File: src/rtl/pit_pkg.sv
package pit_pkg;

  typedef enum logic [2:0] {
    M_TERM     = 3'd0,
    M_RETRIG   = 3'd1,
    M_RATE     = 3'd2,
    M_SQUARE   = 3'd3,
    M_SWSTROBE = 3'd4,
    M_HWSTROBE = 3'd5
  } pit_mode_e;

  typedef enum logic [1:0] {
    ACC_PAIR0 = 2'd0,
    ACC_LO    = 2'd1,
    ACC_HI    = 2'd2,
    ACC_PAIR  = 2'd3
  } pit_acc_e;

  // Codes above 5 fall back to the terminal-flag mode
  function automatic pit_mode_e norm_mode(input logic [2:0] code);
    return (code > 3'd5) ? M_TERM : pit_mode_e'(code);
  endfunction

  // Modes whose count restarts on a rising gate and ignores gate level
  function automatic logic is_trig(input pit_mode_e m);
    return (m == M_RETRIG) || (m == M_HWSTROBE);
  endfunction

  function automatic logic is_periodic(input pit_mode_e m);
    return (m == M_RATE) || (m == M_SQUARE);
  endfunction

endpackage

File: src/rtl/pit_wave.sv
module pit_wave
  import pit_pkg::*;
#(
  parameter int CW = 16,
  parameter int EW = CW + 2
) (
  input  pit_mode_e        mode,
  input  logic [CW:0]      n,
  input  logic [EW-1:0]    e,
  input  logic [CW-1:0]    ph,
  output logic             lvl,
  output logic [CW-1:0]    cur
);
  logic [CW+1:0] half;
  logic [EW-1:0] n_x;

  assign half = ({1'b0, n} + (CW+2)'(1)) >> 1;
  assign n_x  = EW'(n);

  always_comb begin
    case (mode)
      M_TERM:   lvl = (e >= n_x);
      M_RETRIG: lvl = (e < n_x);
      M_RATE:   lvl = (ph == '0) && (e != '0);
      M_SQUARE: lvl = ((CW+2)'(ph) < half);
      default:  lvl = (e == n_x);
    endcase
  end

  // Counter value, modulo 2^CW
  assign cur = is_periodic(mode) ? (n[CW-1:0] - ph) : (n[CW-1:0] - e[CW-1:0]);

endmodule

File: src/rtl/pit_readout.sv
module pit_readout
  import pit_pkg::*;
#(
  parameter int CW = 16
) (
  input  logic          clk,
  input  logic          rst,
  input  logic          ld,
  input  logic [1:0]    ld_acc,
  input  logic          rd,
  input  logic          latch,
  input  logic [CW-1:0] live,
  output logic [7:0]    byte_o
);
  localparam int RW = 16;

  pit_acc_e      acc_q;
  logic          ptr_q;
  logic          lvalid_q;
  logic [CW-1:0] lval_q;
  logic [RW-1:0] src;
  logic          pair;
  logic          done;

  assign src  = RW'(lvalid_q ? lval_q : live);
  assign pair = (acc_q == ACC_PAIR) || (acc_q == ACC_PAIR0);
  assign done = rd && (!pair || ptr_q);

  always_comb begin
    case (acc_q)
      ACC_LO:  byte_o = src[7:0];
      ACC_HI:  byte_o = src[15:8];
      default: byte_o = ptr_q ? src[15:8] : src[7:0];
    endcase
  end

  always_ff @(posedge clk) begin
    if (rst) begin
      acc_q    <= ACC_PAIR;
      ptr_q    <= 1'b0;
      lvalid_q <= 1'b0;
      lval_q   <= '0;
    end else if (ld) begin
      acc_q    <= pit_acc_e'(ld_acc);
      ptr_q    <= 1'b0;
      lvalid_q <= 1'b0;
    end else begin
      if (rd && pair) ptr_q <= ~ptr_q;
      if (latch && !lvalid_q) begin
        lvalid_q <= 1'b1;
        lval_q   <= live;
      end else if (done) begin
        lvalid_q <= 1'b0;
      end
    end
  end

  // a pending snapshot survives until read or reload
  assert_latch_hold_R10: assert property (@(posedge clk) disable iff (rst)
    lvalid_q && !rd && !ld |=> lvalid_q && $stable(lval_q));

endmodule

File: src/rtl/pit_channel.sv
module pit_channel
  import pit_pkg::*;
#(
  parameter int   CW        = 16,
  parameter logic GATE_INIT = 1'b1
) (
  input  logic          clk,
  input  logic          rst,
  input  logic          tick,
  input  logic          gate,
  input  logic          ld,
  input  logic [2:0]    ld_mode,
  input  logic [1:0]    ld_acc,
  input  logic [CW-1:0] ld_count,
  input  logic          latch,
  input  logic          rd,
  output logic          out_q,
  output logic [7:0]    byte_o
);
  localparam int EW = CW + 2;

  pit_mode_e     mode_q, mode_n;
  logic [CW:0]   n_q, n_n;
  logic [EW-1:0] e_q, e_n, e_inc;
  logic [CW-1:0] ph_q, ph_n, ph_inc;
  logic [CW:0]   ph_p1;
  logic [CW-1:0] cur_n, cur_q;
  logic          gate_q, trig, rstrt, adv, lvl_n;

  assign trig   = is_trig(mode_q);
  assign rstrt  = trig && gate && !gate_q;
  assign adv    = tick && (trig || gate_q);
  assign e_inc  = (e_q == '1) ? e_q : e_q + EW'(1);
  assign ph_p1  = {1'b0, ph_q} + (CW+1)'(1);
  assign ph_inc = (ph_p1 == n_q) ? '0 : ph_p1[CW-1:0];

  always_comb begin
    mode_n = mode_q;
    n_n    = n_q;
    e_n    = e_q;
    ph_n   = ph_q;
    if (ld) begin
      mode_n = norm_mode(ld_mode);
      n_n    = {(ld_count == '0), ld_count};
      e_n    = '0;
      ph_n   = '0;
    end else if (rstrt) begin
      e_n    = '0;
      ph_n   = '0;
    end else if (adv) begin
      e_n    = e_inc;
      ph_n   = ph_inc;
    end
  end

  pit_wave #(.CW(CW), .EW(EW)) u_wave (
    .mode(mode_n), .n(n_n), .e(e_n), .ph(ph_n), .lvl(lvl_n), .cur(cur_n)
  );

  always_ff @(posedge clk) begin
    if (rst) begin
      mode_q <= M_SQUARE;
      n_q    <= {1'b1, {CW{1'b0}}};
      e_q    <= '0;
      ph_q   <= '0;
      gate_q <= GATE_INIT;
      out_q  <= 1'b1;
      cur_q  <= '0;
    end else begin
      mode_q <= mode_n;
      n_q    <= n_n;
      e_q    <= e_n;
      ph_q   <= ph_n;
      gate_q <= gate;
      out_q  <= lvl_n;
      cur_q  <= cur_n;
    end
  end

  pit_readout #(.CW(CW)) u_rd (
    .clk(clk), .rst(rst), .ld(ld), .ld_acc(ld_acc), .rd(rd),
    .latch(latch), .live(cur_q), .byte_o(byte_o)
  );

  assert_load_low_R1: assert property (@(posedge clk) disable iff (rst)
    ld && norm_mode(ld_mode) == M_TERM |=> !out_q);

  assert_retrig_stay_R2: assert property (@(posedge clk) disable iff (rst)
    mode_q == M_RETRIG && !out_q && !ld && !(gate && !gate_q) |=> !out_q);

  assert_rate_phase_R3: assert property (@(posedge clk) disable iff (rst)
    out_q && mode_q == M_RATE |-> ph_q == '0);

  assert_strobe_at_n_R5: assert property (@(posedge clk) disable iff (rst)
    out_q && (mode_q == M_SWSTROBE || mode_q == M_HWSTROBE) |-> e_q == EW'(n_q));

  assert_bad_code_R6: assert property (@(posedge clk) disable iff (rst)
    ld && ld_mode > 3'd5 |=> mode_q == M_TERM);

  assert_gate_pause_R12: assert property (@(posedge clk) disable iff (rst)
    !ld && !is_trig(mode_q) && !gate_q |=> $stable(e_q));

endmodule

File: src/rtl/pit_timer.sv
module pit_timer
  import pit_pkg::*;
#(
  parameter int             NCH      = 3,
  parameter int             CW       = 16,
  parameter logic [NCH-1:0] GATE_RST = NCH'(3),
  localparam int            CHW      = (NCH > 1) ? $clog2(NCH) : 1
) (
  input  logic           clk,
  input  logic           rst,
  input  logic           tick,
  input  logic [NCH-1:0] gate_in,
  input  logic           wr_en,
  input  logic [CHW-1:0] wr_ch,
  input  logic [2:0]     wr_mode,
  input  logic [1:0]     wr_acc,
  input  logic [CW-1:0]  wr_count,
  input  logic [NCH-1:0] latch_cmd,
  input  logic           rd_en,
  input  logic [CHW-1:0] rd_ch,
  output logic [7:0]     rd_data,
  output logic [NCH-1:0] tmr_out
);
  logic [7:0] bytes [NCH];
  logic [7:0] sel_byte;

  for (genvar c = 0; c < NCH; c++) begin : g_ch
    pit_channel #(.CW(CW), .GATE_INIT(GATE_RST[c])) u_ch (
      .clk(clk), .rst(rst), .tick(tick), .gate(gate_in[c]),
      .ld(wr_en && (wr_ch == CHW'(c))), .ld_mode(wr_mode),
      .ld_acc(wr_acc), .ld_count(wr_count), .latch(latch_cmd[c]),
      .rd(rd_en && (rd_ch == CHW'(c))), .out_q(tmr_out[c]),
      .byte_o(bytes[c])
    );
  end

  always_comb begin
    sel_byte = '0;
    for (int c = 0; c < NCH; c++)
      if (rd_ch == CHW'(c)) sel_byte = bytes[c];
  end

  always_ff @(posedge clk) begin
    if (rst)        rd_data <= '0;
    else if (rd_en) rd_data <= sel_byte;
  end

endmodule

File: config.mk
export PLATFORM = sky130hd
export DESIGN_NAME = pit_timer
export DESIGN_NICKNAME = d
export VERILOG_FILES = /design/src/rtl/pit_pkg.sv /design/src/rtl/pit_wave.sv /design/src/rtl/pit_readout.sv /design/src/rtl/pit_channel.sv /design/src/rtl/pit_timer.sv
export SDC_FILE = /design/constraint.sdc
export NUM_CORES = 1
export LEC_CHECK = 0
export ABC_AREA = 1
export BUFFER_PORTS_ARGS = -buffer_cell sky130_fd_sc_hd__buf_2
export CAP_MARGIN = 15
export CORE_MARGIN = 4
export CORE_UTILIZATION = 64
export CTS_BUF_LIST = sky130_fd_sc_hd__clkbuf_16
export DETAILED_ROUTE_END_ITERATION = 16
export PLACE_DENSITY = 0.92
export SYNTH_ARGS = -nofsm -noshare
export SYNTH_HDL_FRONTEND = slang
export SYNTH_SLANG_ARGS = --single-unit
File: constraint.sdc
create_clock -name clk -period 4.8 [get_ports clk]
set_input_delay 0.72 -clock clk [delete_from_list [all_inputs] [get_ports clk]]
set_output_delay 0.72 -clock clk [all_outputs]
set_load 0.005 [all_outputs]
# == Word-level counts from Yosys, hierarchy flattened ==
# Cells that the tools add are included.
# totals
reg_bits,284
latch_bits,0
ram_bits,0
romBits,0
inputBits,36
out_inout_bits,11
wordCells,232
n_memories,0
# op_classes
n_addsub,15
n_mul,0
n_div,0
order_cmp,10
eq_ne,37
shift,0
muxes,55
n_bitwise,6
reduce_logical,75
# ops
operator,n
16-bit two-way mux,18
18-bit two-way mux,12
16-bit subtractor,6
16-bit zero test,4
"17-bit by 1-bit adder with 18-bit output, second input constant",3
"18-bit by 1-bit adder with 18-bit output, second input constant",3
18-bit by 17-bit == test with 1-bit output,3
"18-bit == test, second input constant",3
18-bit by 17-bit >= comparator with 1-bit output,3
18-bit by 17-bit less-than comparator with 1-bit output,3
18-bit nonzero test,3
"16-bit by 1-bit adder with 17-bit output, second input constant",3
17-bit == test,3
16-bit by 17-bit less-than comparator with 1-bit output,3
17-bit two-way mux,3
8-bit two-way mux,6
8-bit one-hot mux with 2 select lines,3
1-bit logical AND,27
"3-bit by 1-bit == test with 1-bit output, second input constant",6
"3-bit by 2-bit == test with 1-bit output, second input constant",6
"2-bit == test, second input constant",8
1-bit logical OR,15
3-bit two-way mux,4
1-bit one-hot mux with 4 select lines,3
11 further kinds,47

# == Logic depth before layout (Yosys ltp) ==
# logic_depth
ltp_word,10
mapped_depth,37
mapped_depth_nobuf,37

# == Hierarchy ==
# A second synthesis with hierarchy kept.
# hier_totals
cells_unflattened,3626
hier_area_um2,22152.5
# modules_own_cells
mod,n_inst,cells_per_inst,area_each_um2,seq_area_each_um2
pit_channel,3,624,3872.5,1441.4
pit_wave at g_ch[0].u_ch.u_wave ...,2,360,2170.8,0.0
pit_readout,3,189,1139.8,400.4
pit_wave at g_ch[2].u_ch.u_wave,1,378,2259.7,0.0
pit_timer,1,89,514.2,160.2

# == Least setup slack after synthesis ==
# OpenSTA, ideal clock, no wires.
# synth_path
kind,input port to flip-flop
start,in wr_ch[0]
end,reg g_ch[2].u_ch.cur_q[12]
setup_ns,0.070
arrival_time_ns,4.269
required_ns,4.730
setup_slack_ns,0.462
stages,24
path_buffers,3
cell_sequence,inv_1 > nand3_4 > buf_6 > inv_2 > buf_2 > o21ai_0 > nor2_2 > clkbuf_1 > o21ai_0 > ha_1 > fa_1 > o31ai_1 > nand2_1 > inv_1 > nor2_1 > o21ai_0 > a31oi_1 > o21ai_0 > nand2_1 > inv_1 > o21ai_0 > nand2_1 > o21ai_0 > a21oi_1
# synth_via
elab_chain_cells,6
elab_cells_between_ends,12
classes_between,2 x add/sub; 3 x eq/ne; 5 x mux; 2 x reduce/logical
# synth_rtl
element,line_no,rtl
start: declaration,pit_timer.sv:14,"input logic [CHW-1:0] wr_ch,"
2-bit == test (*),pit_timer.sv:30,".ld(wr_en && (wr_ch == CHW'(c))), .ld_mode(wr_mode),"
1-bit logical AND (*),pit_timer.sv:30,
"parallel branches: the longest is 3 deep, another holds 16-bit subtractor",-,
16-bit two-way mux (*),pit_wave.sv:31,assign cur = is_periodic(mode) ? (n[CW-1:0] - ph) : (n[CW-1:0] - e[CW-1:0]);
end signal: assignment,pit_channel.sv:76,cur_q <= cur_n;
end: declaration,pit_channel.sv:27,"logic [CW-1:0] cur_n, cur_q;"
# Mark *: on every way between the ends.
# A chain may end at the register's enable or synchronous reset.

# == Worst setup path in the final report ==
# layout_path
start,reg g_ch[0].u_ch.ph_q[2]
end,reg g_ch[0].u_ch.cur_q[14]
# layout_via
elab_chain_cells,8
# layout_rtl
element,line_no,rtl
start: declaration,pit_channel.sv:25,"logic [CW-1:0] ph_q, ph_n, ph_inc;"
start signal: assignment,pit_channel.sv:73,ph_q <= ph_n;
16-bit by 1-bit adder with 17-bit output,pit_channel.sv:34,"assign ph_p1 = {1'b0, ph_q} + (CW+1)'(1);"
17-bit == test,pit_channel.sv:35,assign ph_inc = (ph_p1 == n_q) ? '0 : ph_p1[CW-1:0];
16-bit two-way mux,pit_channel.sv:35,
16-bit two-way mux (*),pit_channel.sv:50,end else if (adv) begin
16-bit two-way mux (*),pit_channel.sv:47,end else if (rstrt) begin
16-bit two-way mux (*),pit_channel.sv:42,if (ld) begin
16-bit subtractor (*),pit_wave.sv:31,
16-bit two-way mux (*),pit_wave.sv:31,
end signal: assignment,pit_channel.sv:76,
end: declaration,pit_channel.sv:27,
# Every way passes the cells marked *; elsewhere a longest branch is shown, timed or not.

==> impl_metrics.ini <==
[cells_and_area]
n_fill_cell = 2819
finalNetCount = 3482
drive_above_1_share = 0.105
antenna_cells = 0
syn2layout_area_growth_pct = 9.40

[place]
dp_hpwl_mm = 52.0
io_buffers = 46
place_ws_ps = 98.3
gp_congestion = 1.04

[synth]
synth_top_area_share = 0.269
synth_area_um2 = 21100
yosysMostFrequentCell = nand2_1
synthTopCellsByCount = 714 x nand2_1, 466 x nor2_1, 390 x inv_1, 284 x dfxtp_1, 203 x o21ai_0
synth-edff-count = 0
avgSynthCellArea_um2 = 6.54
synth-async-reset-ratio = 0
synthTopCellsByArea = dfxtp_1 27%, nand2_1 13%, ha_1 9.1%
yosysUniqueCellTypes = 59
syn-num-nets = 3426
seq_area_frac_synth = 0.269
ys_seq_elements = 284
netlist.top_cell.by_area = dfxtp_1
synth_ff_type = dfxtp_1
yosysWarnings = 0
syn_inst = 3234

[global_routing]
grt_use_total = 0.365
overflow = 0
met1_usage = 0.508
grt_pass1_vias = 20501
antenna_found_initial = 0
top_usage_layer = met2
grt_pass1_wl_mm = 107
grt_max_degree = 82
met3_usage = 0.0499
grt.met2_usage = 0.581

[clock_network]
htreeDepth = 2
clock_sinks = 284
cts.clk_slew.worst_paths_ps = 60
cts_resized = 0
clock_latency_ps = 530
cts_buffer_depth = 3
cts-buffers-inserted = 34
post_cts_buffers = 0
postCtsHoldBufs = 0
clockRootBuffer = clkbuf_16
cts_tree = done

[sta]
worst_slew_pin_slew_ps = 1030
rsz0062_at_grt = true
fin_hold_ws_ps = 374
slew_headroom = 0.307
max_freq_ghz = 0.225
period_share = 0.926
hold_viol = 0
slew_viol_final = 0
setup-tns-final_ps = 0
finalSetupViolations = 0
worst_slack_ps = 353
min_period_ps = 4450
fin_skew_ps = 28.1

[detailed_routing]
drtIter0Drc = 2402
routedWlPerCell_um = 18.1
drc = 0
first_pass_iters = 5
num_vias = 22144
routed_wl_mm = 67.9
viasPerCell = 5.89
drtAntennaViolNets = 0

[setup_path]
r2r-start = g_ch[0].u_ch.ph_q[2]
critPathLaunchType = register
worstSetupPathType = reg2reg
r2r_end = g_ch[0].u_ch.cur_q[14]
crit_top_cell = nand2_1
cp_max_fo = 8
critical_path_required_ps = 5190
critPathArrivalTime_ps = 4830
rrSetupSlack_ps = 350
slowest_delay_ps = 420
r2r_cells = 34
end_kind = register
slowest_stage = dfxtp_1

[floorplanning]
core-area_um2 = 32500
die_area_um2 = 36000
dieHeight_um = 190
row_count = 66
pin_count = 47
die_x_um = 190
initial_utilization = 0.650

[power_and_ir_drop]
power.leakage_uw = 0.0111
p_per_area_nw_per_um2 = 318
max-vdd-ir-drop_uv = 249

[worst_hold_path]
hold_end = g_ch[1].u_ch.gate_q
hold_path_depth = 3
holdCritStartpoint = gate_in[1]
hold_class = in2reg

[flow_run]
max_cap_viol_count = 0

[status]
status = completed
state kept, by name (all words and copies together) (netlist names):
register and cells:
g_ch.u_ch.ph_q 48, g_ch.u_ch.out_q 3, g_ch.u_ch.u_rd.ptr_q 3, g_ch.u_ch.cur_q 48, g_ch.u_ch.n_q 51, g_ch.u_ch.gate_q 3, g_ch.u_ch.u_rd.acc_q 6, g_ch.u_ch.mode_q 9
g_ch.u_ch.e_q 54, g_ch.u_ch.u_rd.lvalid_q 3, rd_data 8, g_ch.u_ch.u_rd.lval_q 48
layout make-up:
| cell class | instances | area [um^2] | area share |
|---|---|---|---|
| tap | 442 | 553 | 0.0239 |
| clock inverter | 27 | 196 | 0.00849 |
| clock buffer | 34 | 851 | 0.0368 |
| timing repair buffer | 113 | 752 | 0.0325 |
| sequential | 284 | 5690 | 0.246 |
| multi-input combinational | 2432 | 13500 | 0.583 |
| inverter | 425 | 1600 | 0.0690 |
layout by cell type (no fill, tap or decap), types with 66 or more instances in the layout:
cell type,instances
dfxtp_1,281
buf_4,66
nand2_1,714
nor2_1,464
ha_1,152
inv_1,396
nand3_1,186
xor2_1,79
a21oi_1,156
o21ai_0,189
cells by family after synthesis:
kind of cell | after synthesis | share of synthesized area
AO/OA/AOI/OAI | 522 | 0.141
XOR/XNOR | 95 | 0.0422
adder cells (fa/ha/maj) | 156 | 0.0934
buffers and inverters | 519 | 0.0968
flip-flops | 284 | 0.269
multiplexers | 36 | 0.0170
AND/OR/NAND/NOR | 1622 | 0.340
per-layer routing:
layer	wire, um	part of all wire
met5	0	0
met4	2700	0.040
met3	6500	0.096
met2	29900	0.44
met1	28900	0.43
report_power, final:
part	switching (uW)	leakage, uW	internal (uW)	total, uW
Sequential	186	0.00234	2580	2770
Combinational	1380	0.00826	750	2130
Clock	1070	0.000531	1410	2470
metrics by stage:
| stage | total power, uW | instances | utilization | area (um^2) |
|---|---|---|---|---|
| CTS | 7290 | 3755 | 0.708 | 23000 |
| finish | 7360 | 3757 | 0.711 | 23100 |
| detailed placement | 4820 | 3694 | 0.676 | 22000 |
| floorplan | 4200 | 3234 | - | 21100 |
| global route | 7730 | 3757 | 0.711 | 23100 |
| global placement | 4770 | 3694 | 0.676 | 22000 |
worst max-delay path, delay by kind of cell (launching register included):
kind                       cells  cell delay (ps)
and+or+nand+nor               23             2500
buffers and inverters          3              240
adders and majority gates      1              310
AOI/OAI and AO/OA              7              830
DFF                            1              420
worst max path at each step:
stage,start,endpoint,slack [ps],cells past startpoint
floorplan,wr_ch[0],g_ch[2].u_ch.cur_q[12],460,24
global placement,tick,g_ch[1].u_ch.cur_q[14],260,22
detailed placement,wr_ch[0],g_ch[0].u_ch.cur_q[14],100,29
CTS,g_ch[1].u_ch.ph_q[0],g_ch[1].u_ch.cur_q[15],160,31
global route,g_ch[2].u_ch.ph_q[1],g_ch[2].u_ch.cur_q[12],-50,31
finish,g_ch[0].u_ch.ph_q[2],g_ch[0].u_ch.cur_q[14],350,34
(Power assumes the default switching activity.)
